## config.mk

```make
export PLATFORM = sky130hd
export DESIGN_NAME = frame_pulse_gen
export DESIGN_NICKNAME = d
export VERILOG_FILES = /design/src/rtl/fpg_pkg.sv /design/src/rtl/fpg_counter.sv /design/src/rtl/fpg_pulse.sv /design/src/rtl/fpg_divider.sv /design/src/rtl/frame_pulse_gen.sv
export SDC_FILE = /design/constraint.sdc
export NUM_CORES = 1
export LEC_CHECK = 0
export BUFFER_PORTS_ARGS = -buffer_cell sky130_fd_sc_hd__clkbuf_2
export CORE_ASPECT_RATIO = 1.2
export CORE_MARGIN = 10
export CORE_UTILIZATION = 40
export CTS_CLUSTER_DIAMETER = 40
export DETAILED_ROUTE_END_ITERATION = 8
export GPL_TIMING_DRIVEN = 0
export PLACE_DENSITY = 0.61
export SYNTH_ARGS = -nofsm -noshare
export SYNTH_HDL_FRONTEND = slang
export SYNTH_SLANG_ARGS = --single-unit
```

## constraint.sdc

```tcl
create_clock -name clk -period 2.26 [get_ports clk]
set_input_delay 0.452 -clock clk [delete_from_list [all_inputs] [get_ports clk]]
set_output_delay 0.452 -clock clk [all_outputs]
set_load 0.02 [all_outputs]
```

## src/rtl/fpg_pkg.sv

```systemverilog
package fpg_pkg;
  parameter int FRAME_W = 11;
  parameter int DIV_N = 3;
  parameter int END_W = 8;
  parameter int LOWSTART_W = 4;
  parameter int LONGSTART_W = 8;
  parameter int SHORTSTART_W = 2;
endpackage

```

## src/rtl/fpg_counter.sv

```systemverilog
module fpg_counter #(
  parameter int CNT_W = fpg_pkg::FRAME_W
) (
  input  logic             clk,
  input  logic             rst,
  input  logic             align,
  output logic [CNT_W-1:0] cnt_nxt
);
  logic [CNT_W-1:0] cnt_q;

  always_comb begin
    if (rst || align) cnt_nxt = '0;
    else              cnt_nxt = cnt_q + CNT_W'(1);
  end

  always_ff @(posedge clk) cnt_q <= cnt_nxt;


  count_step_chk: assert property (@(posedge clk) disable iff (rst)
    !align |=> cnt_q == $past(cnt_q) + CNT_W'(1));

  align_zero_chk: assert property (@(posedge clk) disable iff (rst)
    align |=> cnt_q == '0);
endmodule

```

## src/rtl/fpg_pulse.sv

```systemverilog
module fpg_pulse #(
  parameter int CNT_W = fpg_pkg::FRAME_W,
  parameter int START = 0,
  parameter int WIDTH = 1,
  parameter bit ACT_LOW = 1'b0
) (
  input  logic             clk,
  input  logic             rst,
  input  logic [CNT_W-1:0] cnt_nxt,
  output logic             pulse
);
  localparam logic [CNT_W-1:0] START_V = CNT_W'(START);
  localparam logic [CNT_W-1:0] WIDTH_V = CNT_W'(WIDTH);
  localparam logic IDLE = ACT_LOW;

  logic [CNT_W-1:0] offset;
  logic hit;

  always_comb begin
    offset = cnt_nxt - START_V;
    hit = offset < WIDTH_V;
  end

  always_ff @(posedge clk) begin
    if (rst) pulse <= IDLE;
    else     pulse <= hit ^ ACT_LOW;
  end
endmodule

```

## src/rtl/fpg_divider.sv

```systemverilog
module fpg_divider #(
  parameter int CNT_W = fpg_pkg::FRAME_W,
  parameter int DIV_N = fpg_pkg::DIV_N
) (
  input  logic             clk,
  input  logic             rst,
  input  logic [CNT_W-1:0] cnt_nxt,
  output logic [DIV_N-1:0] clk_div
);
  for (genvar k = 0; k < DIV_N; k++) begin : g_div
    always_ff @(posedge clk) begin
      if (rst) clk_div[k] <= 1'b1;
      else     clk_div[k] <= ~cnt_nxt[k];
    end
  end

  for (genvar k = 0; k + 1 < DIV_N; k++) begin : g_chk

    slow_rise_chk: assert property (@(posedge clk) disable iff (rst)
      $rose(clk_div[k+1]) |-> clk_div[k]);
  end
endmodule

```

## src/rtl/frame_pulse_gen.sv

```systemverilog
module frame_pulse_gen #(
  parameter int CNT_W = fpg_pkg::FRAME_W
) (
  input  logic clk,
  input  logic rst,
  input  logic align,
  output logic fp_end,
  output logic fp_start_n,
  output logic fp_start_long,
  output logic fp_start_short,
  output logic clk_8m,
  output logic clk_4m,
  output logic clk_2m
);
  localparam int FRAME_LEN = 1 << CNT_W;
  localparam int DIV_N = fpg_pkg::DIV_N;

  logic [CNT_W-1:0] cnt_nxt;
  logic [DIV_N-1:0] clk_div;

  fpg_counter #(.CNT_W(CNT_W)) u_cnt (
    .clk(clk), .rst(rst), .align(align), .cnt_nxt(cnt_nxt)
  );

  fpg_pulse #(.CNT_W(CNT_W), .START(FRAME_LEN - fpg_pkg::END_W),
              .WIDTH(fpg_pkg::END_W), .ACT_LOW(1'b0)) u_end (
    .clk(clk), .rst(rst), .cnt_nxt(cnt_nxt), .pulse(fp_end)
  );

  fpg_pulse #(.CNT_W(CNT_W), .START(0),
              .WIDTH(fpg_pkg::LOWSTART_W), .ACT_LOW(1'b1)) u_low (
    .clk(clk), .rst(rst), .cnt_nxt(cnt_nxt), .pulse(fp_start_n)
  );

  fpg_pulse #(.CNT_W(CNT_W), .START(0),
              .WIDTH(fpg_pkg::LONGSTART_W), .ACT_LOW(1'b0)) u_long (
    .clk(clk), .rst(rst), .cnt_nxt(cnt_nxt), .pulse(fp_start_long)
  );

  fpg_pulse #(.CNT_W(CNT_W), .START(0),
              .WIDTH(fpg_pkg::SHORTSTART_W), .ACT_LOW(1'b0)) u_short (
    .clk(clk), .rst(rst), .cnt_nxt(cnt_nxt), .pulse(fp_start_short)
  );

  fpg_divider #(.CNT_W(CNT_W), .DIV_N(DIV_N)) u_div (
    .clk(clk), .rst(rst), .cnt_nxt(cnt_nxt), .clk_div(clk_div)
  );

  assign clk_8m = clk_div[0];
  assign clk_4m = clk_div[1];
  assign clk_2m = clk_div[2];


  end_start_excl_chk: assert property (@(posedge clk) disable iff (rst)
    !(fp_end && fp_start_short));

  end_handover_chk: assert property (@(posedge clk) disable iff (rst)
    $fell(fp_end) |-> fp_start_short && fp_start_long && !fp_start_n);

  short_in_long_chk: assert property (@(posedge clk) disable iff (rst)
    fp_start_short |-> fp_start_long);

  low_in_long_chk: assert property (@(posedge clk) disable iff (rst)
    !fp_start_n |-> fp_start_long);

  reset_idle_chk: assert property (@(posedge clk)
    rst |=> fp_start_n && !fp_end && !fp_start_long && !fp_start_short
            && clk_8m && clk_4m && clk_2m);
endmodule

```

==> results_dict.tcl, run 1 <==
set metrics [dict create \
    status "complete, no violations" \
    synth_area_leaders "dfxtp_1 (45%), xnor2_1 (6.6%), nor2_1 (6.1%), xor2_1 (4.4%), nand3_1 (3.1%)" \
    peakVddDrop_mv 0.376 \
    numCtsBuffers 3 \
    setup-violations-final 0 \
    routed_wl_um 1540 \
    finalHoldViolCount 0 \
    gp_congestion 0.808 \
    die_area_mm2 0.00418 \
    yosysUniqueCellTypes 32 \
    h-tree-depth 1 \
    r2r-end "u_low.pulse$_SDFF_PP1_" \
    postCtsHoldBufs 0 \
    r2r_slack_ns 0.28 \
    combPwrFrac_pct 5.8 \
    p_int_mw 0.397 \
    clkTransAtPathRegs_ns 0.09 \
    finalNetCount 107 \
    arrival_ns 2.15 \
    place_hpwl_um 1170 \
    core-area_mm2 0.00187 \
    synthArstFlopShare_pct 0 \
    p_per_area_mw_per_mm2 570 \
    drtIter0Drc 9 \
    syn_area_um2 796 \
    num_vias 640 \
    insertion_delay_ns 0.28 \
    grt_setup_unrepaired "no" \
    start_util_pct 42.5 \
    whs_path_depth 2 \
    place_area_um2 865 \
    dr.pass1.iters 4 \
    tritoncts "yes" \
    crit_slowest_cell "or4_1" \
    synth.most_common_cell "dfxtp_1" \
    portBuffers 9 \
    post-place-ws_ns 0.275 \
    antenna_cells 0 \
    crit_buf_inv 0 \
    synth_largest_area_cell "dfxtp_1" \
    path_cells "ha_1, and3_2, and2_1, and3_1, o32ai_1, or4_1" \
    synthTopCellsByCount "dfxtp_1 (18), nor2_1 (13), xnor2_1 (6)" \
    postCtsSetupBuffers 0 \
    hp-start "rst" \
    wl_per_cell_um 12.8 \
    netlist_instances 89 \
    grt_pass1_wl_um 2840 \
    cpLargestDelayFamily "simple AND/OR/NAND/NOR gates" \
    max-cap-violations 0 \
    drive_gt1_share_pct 18.8 \
    die_y_um 68.9 \
    viasPerCell 5.33 \
    ff2ff_path_depth 6 \
    synthToLayoutAreaGrowth_pct 11.5 \
    fin_crit_sh_pct 87.8 \
    ys_warn_count 0 \
    cts_sinks 18 \
    fmax_mhz 504 \
    grt_overflow 0 \
    whs_endpoint "u_long.pulse$_SDFF_PP0_" \
    cp-start-kind "flop" \
    die-width_um 60.7 \
    clockRootBuffer "clkbuf_4" \
    drv_slew 0 \
    ant_nets 0 \
    synth_top_cell_area_share_pct 45.3 \
    cp-end-kind "flop" \
    ys_ff_latch 18 \
    antenna_found_initial 0 \
    cts_buffer_depth 2 \
    cts_resized 0 \
    track_usage_pct 8.75 \
    synthFlopType "dfxtp_1" \
    syn-mean-instance-area_um2 8.94 \
    skew_ns 0.00290 \
    rows 17 \
    power_frac_clock_pct 29.8 \
    fin_util_pct 47.4 \
    crit_type "flop to flop" \
    p_sw_mw 0.109 \
    grt_max_degree 10 \
    synth-edff-count 0 \
    grt_pass1_vias 652 \
    required_ns 2.43 \
    critPathMaxStageDelay_ns 0.54 \
    io_pins 10 \
    timing.critical_path.fanout_max 5 \
    tns_ns 0 \
    worst_pin_slew_ns 0.451 \
    slew_headroom_pct 69.8 \
    period_minus_slack_ns 1.98 \
    seq_area_frac_synth_pct 45.3 \
    switching_share_pct 21.6 \
    drcViolationCount 0 \
    r2r-start "u_cnt.cnt_q[0]$_DFF_P_" \
    seqPwrFrac_pct 64.4 \
    p_leak_nw 0.373 \
    setup_slack_ns 0.276 \
    synth_fp_nets 93 \
    hold_class "input port to flop" \
    finalInstanceArea_um2 887 \
]
cell type report:
cell class / instances / area [µm²]
flip-flops and latches: 18 / 360
plain buffers: 4 / 27.5
clock buffers: 3 / 22.5
well taps: 19 / 23.8
repair buffers: 9 / 45.0
multi-input cells: 64 / 397
inverters: 3 / 11.3
fillers: 213 / 985
sequential cells by signal (all words and copies together), names as in the netlist:
| name | count |
|---|---|
| u_cnt.cnt_q | 11 |
| u_div.clk_div | 3 |
| u_end.pulse | 1 |
| u_long.pulse | 1 |
| u_low.pulse | 1 |
| u_short.pulse | 1 |
through the flow:
step / hold WS, ns / cells / power, mW
2_1_floorplan: 0.458 / 89 / 0.351
3_3_place_gp: 0.490 / 117 / 0.363
4_1_cts: 0.398 / 120 / 0.514
6_report: 0.399 / 120 / 0.506
5_1_grt: 0.417 / 120 / 0.531
3_5_place_dp: 0.492 / 117 / 0.364
power by group through the flow:
stage | clock network, mW | logic [mW] | registers, mW
floorplan | 0 | 0.0115 | 0.340
global placement | 0 | 0.0302 | 0.333
detailed placement | 0 | 0.0302 | 0.333
CTS | 0.158 | 0.0303 | 0.326
global route | 0.171 | 0.0335 | 0.327
finish | 0.151 | 0.0294 | 0.326
cell families (layout without fill, tap and decap cells):
family,Yosys count,in the layout,synth area share (%)
muxes,1,1,1.26
DFF,18,18,45.3
adders and majority gates,1,1,1.57
AOI/OAI and AO/OA,10,10,8.49
xor gates and xnor gates,10,10,11.0
and+or+nand+nor,42,42,27.5
buffers and inverters,7,19,4.87
layer usage:
metal,up-vias,routed length (µm),GRT usage (%)
li1,329,-,-
met1,300,667,10.3
met2,7,764,14.2
met3,4,79,2.56
met4,0,29,4.12
met5,-,0,0
worst max-delay path by stage:
stage          cells past startpoint  slack (ns)                    from                     end
2_1_floorplan                      6        0.46  u_cnt.cnt_q[0]$_DFF_P_  u_low.pulse$_SDFF_PP1_
3_3_place_gp                       6        0.29  u_cnt.cnt_q[0]$_DFF_P_  u_low.pulse$_SDFF_PP1_
3_5_place_dp                       6        0.27  u_cnt.cnt_q[0]$_DFF_P_  u_low.pulse$_SDFF_PP1_
4_1_cts                            6        0.25  u_cnt.cnt_q[0]$_DFF_P_  u_low.pulse$_SDFF_PP1_
5_1_grt                            6        0.12  u_cnt.cnt_q[0]$_DFF_P_  u_low.pulse$_SDFF_PP1_
6_report                           6        0.28  u_cnt.cnt_q[0]$_DFF_P_  u_low.pulse$_SDFF_PP1_
cells in the final DEF, fill, tap and decap left out, types with 2 or more instances in the layout:
cell,synthesis,final
a21oi_1,3,3
and2_1,3,3
and3_1,2,2
clkbuf_2,0,9
clkbuf_4,0,3
dfxtp_1,18,18
inv_1,3,3
nand2_1,4,4
nand3_1,5,5
nor2_1,13,13
nor3_1,3,3
nor4_1,2,2
o21ai_0,2,2
or2_2,2,2
or3_1,2,2
xnor2_1,6,6
xor2_1,4,4
worst register-to-register path: cells and delay by family, from the launching register on:
| kind | cells | cell delay [ns] |
|---|---|---|
| simple gates | 4 | 1.15 |
| fa+ha+maj | 1 | 0.25 |
| compound gates | 1 | 0.13 |
| flops | 1 | 0.35 |
Note: power is estimated with default switching activity, not from simulation.
==> run 2, diff against run 1 <==
--- a/config.mk
+++ b/config.mk
@@ -6,13 +6,15 @@
 export NUM_CORES = 1
 export LEC_CHECK = 0
 export BUFFER_PORTS_ARGS = -buffer_cell sky130_fd_sc_hd__clkbuf_2
+export CELL_PAD_IN_SITES_DETAIL_PLACEMENT = 1
+export CELL_PAD_IN_SITES_GLOBAL_PLACEMENT = 2
 export CORE_ASPECT_RATIO = 1.2
-export CORE_MARGIN = 10
-export CORE_UTILIZATION = 40
+export CORE_MARGIN = 2
+export CORE_UTILIZATION = 33
 export CTS_CLUSTER_DIAMETER = 40
 export DETAILED_ROUTE_END_ITERATION = 8
 export GPL_TIMING_DRIVEN = 0
-export PLACE_DENSITY = 0.61
+export PLACE_DENSITY = 0.77
 export SYNTH_ARGS = -nofsm -noshare
 export SYNTH_HDL_FRONTEND = slang
 export SYNTH_SLANG_ARGS = --single-unit
==> results_dict.tcl, run 2 (synthesized netlist as in run 1, its figures left out) <==
set metrics [dict create \
    placed_cells 129 \
    regMostFlops "u_cnt.cnt_q" \
    critPathMaxStageDelay_ns 0.53 \
    fin_crit_sh_pct 87.8 \
    postCtsHoldBufs 0 \
    startpoint "u_cnt.cnt_q[0]$_DFF_P_" \
    post-place-ws_ns 0.257 \
    largest_register_ffs 11 \
    setup_slack_ns 0.275 \
    mostFrequentLayoutCells "dfxtp_1 (18), nor2_1 (13), clkbuf_2 (9), xnor2_1 (6), nand3_1 (5)" \
    tritoncts "yes" \
    final_common_cell "dfxtp_1" \
    worst_pin_slew_ns 0.413 \
    whs_ns 0.402 \
    core-area_mm2 0.00228 \
    finalNetCount 107 \
    antenna_cells 0 \
    ant_nets 0 \
    r2r-start "u_cnt.cnt_q[0]$_DFF_P_" \
    hold_class "input port to flop" \
    die_y_um 57.8 \
    worstSetupEndpoint "u_low.pulse$_SDFF_PP1_" \
    clockRootBuffer "clkbuf_4" \
    synthToLayoutAreaGrowth_pct 15.1 \
    period_minus_slack_ns 1.98 \
    slew_headroom_pct 72.4 \
    track_usage_pct 14.1 \
    cp-start-kind "flop" \
    peakVddDrop_mv 0.311 \
    timing.critical_path.fanout_max 5 \
    r2r_slack_ns 0.28 \
    h-tree-depth 1 \
    wl_per_cell_um 12.1 \
    crit_type "flop to flop" \
    fillers 290 \
    dr.pass1.iters 4 \
    setup-violations-final 0 \
    crit_slowest_cell "or4_1" \
    routed_wl_um 1610 \
    tns_ns 0 \
    cp-end-kind "flop" \
    drtIter0Drc 6 \
    skew_ns 0.00409 \
    clkTransAtPathRegs_ns 0.10 \
    p_per_area_mw_per_mm2 604 \
    antenna_found_initial 0 \
    gp_congestion 0.755 \
    status "complete, no violations" \
    r2r-end "u_low.pulse$_SDFF_PP1_" \
    io_pins 10 \
    grt_pass1_vias 697 \
    num_vias 654 \
    insertion_delay_ns 0.29 \
    place_hpwl_um 1270 \
    drive_gt1_share_pct 19.6 \
    grt_max_degree 11 \
    arrival_ns 2.16 \
    cts_buffer_depth 2 \
    max-cap-violations 0 \
    drv_slew 0 \
    viasPerCell 4.92 \
    finalHoldViolCount 0 \
    start_util_pct 34.9 \
    largestRegisters "u_cnt.cnt_q (11), u_div.clk_div (3)" \
    postCtsSetupBuffers 0 \
    drcViolationCount 0 \
    portBuffers 9 \
    fmax_mhz 504 \
    numCtsBuffers 3 \
    required_ns 2.44 \
    ff2ff_path_depth 6 \
    die_area_mm2 0.00282 \
    path_cells "ha_1, and3_2, and2_1, and3_1, o32ai_1, or4_1" \
    cts_resized 0 \
    stdcell_count 133 \
    die-width_um 48.8 \
    p_leak_nw 0.380 \
    cts_sinks 18 \
    grt_setup_unrepaired "no" \
    grt_pass1_wl_um 3040 \
    grt_overflow 0 \
    rows 19 \
]
-- run 2: cell count changes in the layout (fill, tap and decap cells not counted), sizes merged --
| cell | before | now |
|---|---|---|
| clkbuf | 13 | 14 |
-- run 2: worst max-delay path: cells and delay by family, from the launching register on --
family	cells	cell delay, ns
DFF	1	0.36
and+or+nand+nor	4	1.14
AOI/OAI and AO/OA	1	0.12
adders and majority gates	1	0.25
-- run 2: how the worst min path moves through the flow --
stage                                       from                     endpoint  depth (start not counted)
after floorplan           u_cnt.cnt_q[0]$_DFF_P_  u_div.clk_div[0]$_SDFF_PP1_                          1
after global placement    u_cnt.cnt_q[0]$_DFF_P_  u_div.clk_div[0]$_SDFF_PP1_                          1
after detailed placement  u_cnt.cnt_q[0]$_DFF_P_  u_div.clk_div[0]$_SDFF_PP1_                          1
after CTS                                    rst     u_short.pulse$_SDFF_PP0_                          2
after global routing                         rst      u_long.pulse$_SDFF_PP0_                          2
final                                        rst     u_short.pulse$_SDFF_PP0_                          2
-- run 2: area by class of cell --
class / count / area, µm² / share of cell area (%)
timing repair buffer: 9 / 45.0 / 4.92
multi-input combinational: 64 / 397 / 43.3
tap: 31 / 38.8 / 4.23
clock buffer: 4 / 36.3 / 3.96
buffer: 4 / 27.5 / 3.01
inverter: 3 / 11.3 / 1.23
sequential: 18 / 360 / 39.3
-- run 2: per-stage QoR --
stage               util [%]  area [µm²]  total power, mW
floorplan                  -         796            0.351
finish                  40.1         916            0.553
detailed placement      38.5         880            0.364
global route            40.1         916            0.580
global placement        38.5         880            0.364
CTS                     40.1         916            0.565
-- run 2: report_power, final --
group	switching (mW)	internal [mW]	total, mW
Sequential	0.00247	0.324	0.326
Combinational	0.0183	0.0110	0.0293
Clock	0.0996	0.0982	0.198
-- run 2: metal layers --
layer | global-route usage, % | up-vias | part of all wire (%)
met5 | 0 | - | 0
met4 | 7.35 | 0 | 2.4
met3 | 3.09 | 5 | 2.4
met2 | 24.1 | 8 | 50
met1 | 16.7 | 311 | 45
li1 | - | 330 | -
==> run 3, diff against run 2 <==
--- a/config.mk
+++ b/config.mk
@@ -5,16 +5,16 @@
 export SDC_FILE = /design/constraint.sdc
 export NUM_CORES = 1
 export LEC_CHECK = 0
-export BUFFER_PORTS_ARGS = -buffer_cell sky130_fd_sc_hd__clkbuf_2
 export CELL_PAD_IN_SITES_DETAIL_PLACEMENT = 1
 export CELL_PAD_IN_SITES_GLOBAL_PLACEMENT = 2
-export CORE_ASPECT_RATIO = 1.2
 export CORE_MARGIN = 2
-export CORE_UTILIZATION = 33
+export CORE_UTILIZATION = 39
+export CTS_BUF_LIST = sky130_fd_sc_hd__clkbuf_8
 export CTS_CLUSTER_DIAMETER = 40
 export DETAILED_ROUTE_END_ITERATION = 8
+export DONT_BUFFER_PORTS = 1
 export GPL_TIMING_DRIVEN = 0
-export PLACE_DENSITY = 0.77
+export PLACE_DENSITY = 0.81
 export SYNTH_ARGS = -nofsm -noshare
 export SYNTH_HDL_FRONTEND = slang
 export SYNTH_SLANG_ARGS = --single-unit
==> results_dict.tcl, run 3 (synthesized netlist as in run 1, its figures left out) <==
set metrics [dict create \
    r2r_slack_ns 0.29 \
    clockRootBuffer "clkbuf_8" \
    period_minus_slack_ns 1.97 \
    finalNetCount 98 \
    numCtsBuffers 3 \
    routed_wl_um 1550 \
    cp-start-kind "flop" \
    rows 16 \
    start_util_pct 41.0 \
    arrival_ns 2.10 \
    timing.critical_path.fanout_max 5 \
    hp-start "rst" \
    crit_type "flop to flop" \
    p_per_area_mw_per_mm2 691 \
    die-width_um 49.2 \
    hold_class "input port to flop" \
    postCtsHoldBufs 0 \
    r2r-end "u_low.pulse$_SDFF_PP1_" \
    fin_crit_sh_pct 87.0 \
    grt_pass1_vias 614 \
    largestRegisters "u_cnt.cnt_q (11), u_div.clk_div (3)" \
    r2r-start "u_cnt.cnt_q[0]$_DFF_P_" \
    dr.pass1.iters 4 \
    grt_setup_unrepaired "no" \
    worst_pin_slew_ns 0.359 \
    wl_per_cell_um 13.0 \
    io_pins 10 \
    fmax_mhz 509 \
    skew_ns 0.00217 \
    insertion_delay_ns 0.25 \
    h-tree-depth 1 \
    clkTransAtPathRegs_ns 0.07 \
    max-cap-violations 0 \
    cp-end-kind "flop" \
    p_leak_nw 0.351 \
    grt_pass1_wl_um 2850 \
    viasPerCell 5.07 \
    finalHoldViolCount 0 \
    cts_sinks 18 \
    whs_path_depth 1 \
    drv_slew 0 \
    final_common_cell "dfxtp_1" \
    largest_register_ffs 11 \
    tritoncts "yes" \
    core-area_mm2 0.00194 \
    tns_ns 0 \
    whs_endpoint "u_long.pulse$_SDFF_PP0_" \
    die_area_mm2 0.00242 \
    cts_resized 0 \
    postCtsSetupBuffers 0 \
    post-place-ws_ns 0.285 \
    peakVddDrop_mv 0.329 \
    slew_headroom_pct 76.0 \
    place_hpwl_um 1160 \
    mostFrequentLayoutCells "dfxtp_1 (18), nor2_1 (13), xnor2_1 (6), nand3_1 (5)" \
    drtIter0Drc 5 \
    drive_gt1_share_pct 11.8 \
    num_vias 608 \
    cts_buffer_depth 2 \
    drcViolationCount 0 \
    ant_nets 0 \
    portBuffers 0 \
    gp_congestion 0.723 \
    regMostFlops "u_cnt.cnt_q" \
    synthToLayoutAreaGrowth_pct 11.2 \
    setup_slack_ns 0.294 \
    die_y_um 49.2 \
    path_cells "ha_1, and3_2, and2_1, and3_1, o32ai_1, or4_1" \
    grt_overflow 0 \
    antenna_cells 0 \
    antenna_found_initial 0 \
    fillers 243 \
    required_ns 2.39 \
    grt_max_degree 11 \
    setup-violations-final 0 \
    critPathMaxStageDelay_ns 0.53 \
    track_usage_pct 15.6 \
    crit_slowest_cell "or4_1" \
    status "complete, no violations" \
    ff2ff_path_depth 6 \
]
-- run 3: layout make-up --
type	count	area, µm²	area share [%]
buffer	4	27.5	3.11
sequential	18	360	40.7
inverter	3	11.3	1.27
clock buffer	4	55.1	6.22
multi-input combinational	64	397	44.8
tap	27	33.8	3.82
-- run 3: through the flow --
| step | hold WS [ns] | power, mW | utilization, % | std cells | instance area, µm² |
|---|---|---|---|---|---|
| final | 0.267 | 0.611 | 45.6 | 120 | 885 |
| after global routing | 0.256 | 0.639 | 45.6 | 120 | 885 |
| after CTS | 0.260 | 0.625 | 45.6 | 120 | 885 |
| after detailed placement | 0.493 | 0.355 | 42.7 | 116 | 830 |
| after global placement | 0.500 | 0.355 | 42.7 | 116 | 830 |
| after floorplan | 0.458 | 0.351 | - | 89 | 796 |
-- run 3: how the worst max path moves through the flow --
stage | start | endpoint | slack (ns) | depth (start not counted)
2_1_floorplan | u_cnt.cnt_q[0]$_DFF_P_ | u_low.pulse$_SDFF_PP1_ | 0.46 | 6
3_3_place_gp | u_cnt.cnt_q[0]$_DFF_P_ | u_low.pulse$_SDFF_PP1_ | 0.30 | 6
5_1_grt | u_cnt.cnt_q[0]$_DFF_P_ | u_low.pulse$_SDFF_PP1_ | 0.14 | 6
6_report | u_cnt.cnt_q[0]$_DFF_P_ | u_low.pulse$_SDFF_PP1_ | 0.29 | 6
3_5_place_dp | u_cnt.cnt_q[0]$_DFF_P_ | u_low.pulse$_SDFF_PP1_ | 0.29 | 6
4_1_cts | u_cnt.cnt_q[0]$_DFF_P_ | u_low.pulse$_SDFF_PP1_ | 0.28 | 6
-- run 3: report_power, final --
group	switching (mW)	total, mW	internal, mW
combinational	0.00772	0.0144	0.00667
clock	0.109	0.264	0.155
sequential	0.00917	0.333	0.324
total	0.126	0.611	0.486
-- run 3: metal layers --
| metal | up-vias | GRT usage [%] | wire length, µm |
|---|---|---|---|
| li1 | 312 | - | - |
| met1 | 289 | 20.4 | 784 |
| met2 | 5 | 23.4 | 712 |
| met3 | 2 | 3.68 | 33 |
| met4 | 0 | 8.57 | 24 |
| met5 | - | 0 | 0 |
-- run 3: critical path: cells and delay by family, from the launching register on --
family / cells / cell delay [ns]
simple gates: 4 / 1.15
flops: 1 / 0.34
fa+ha+maj: 1 / 0.24
compound gates: 1 / 0.11
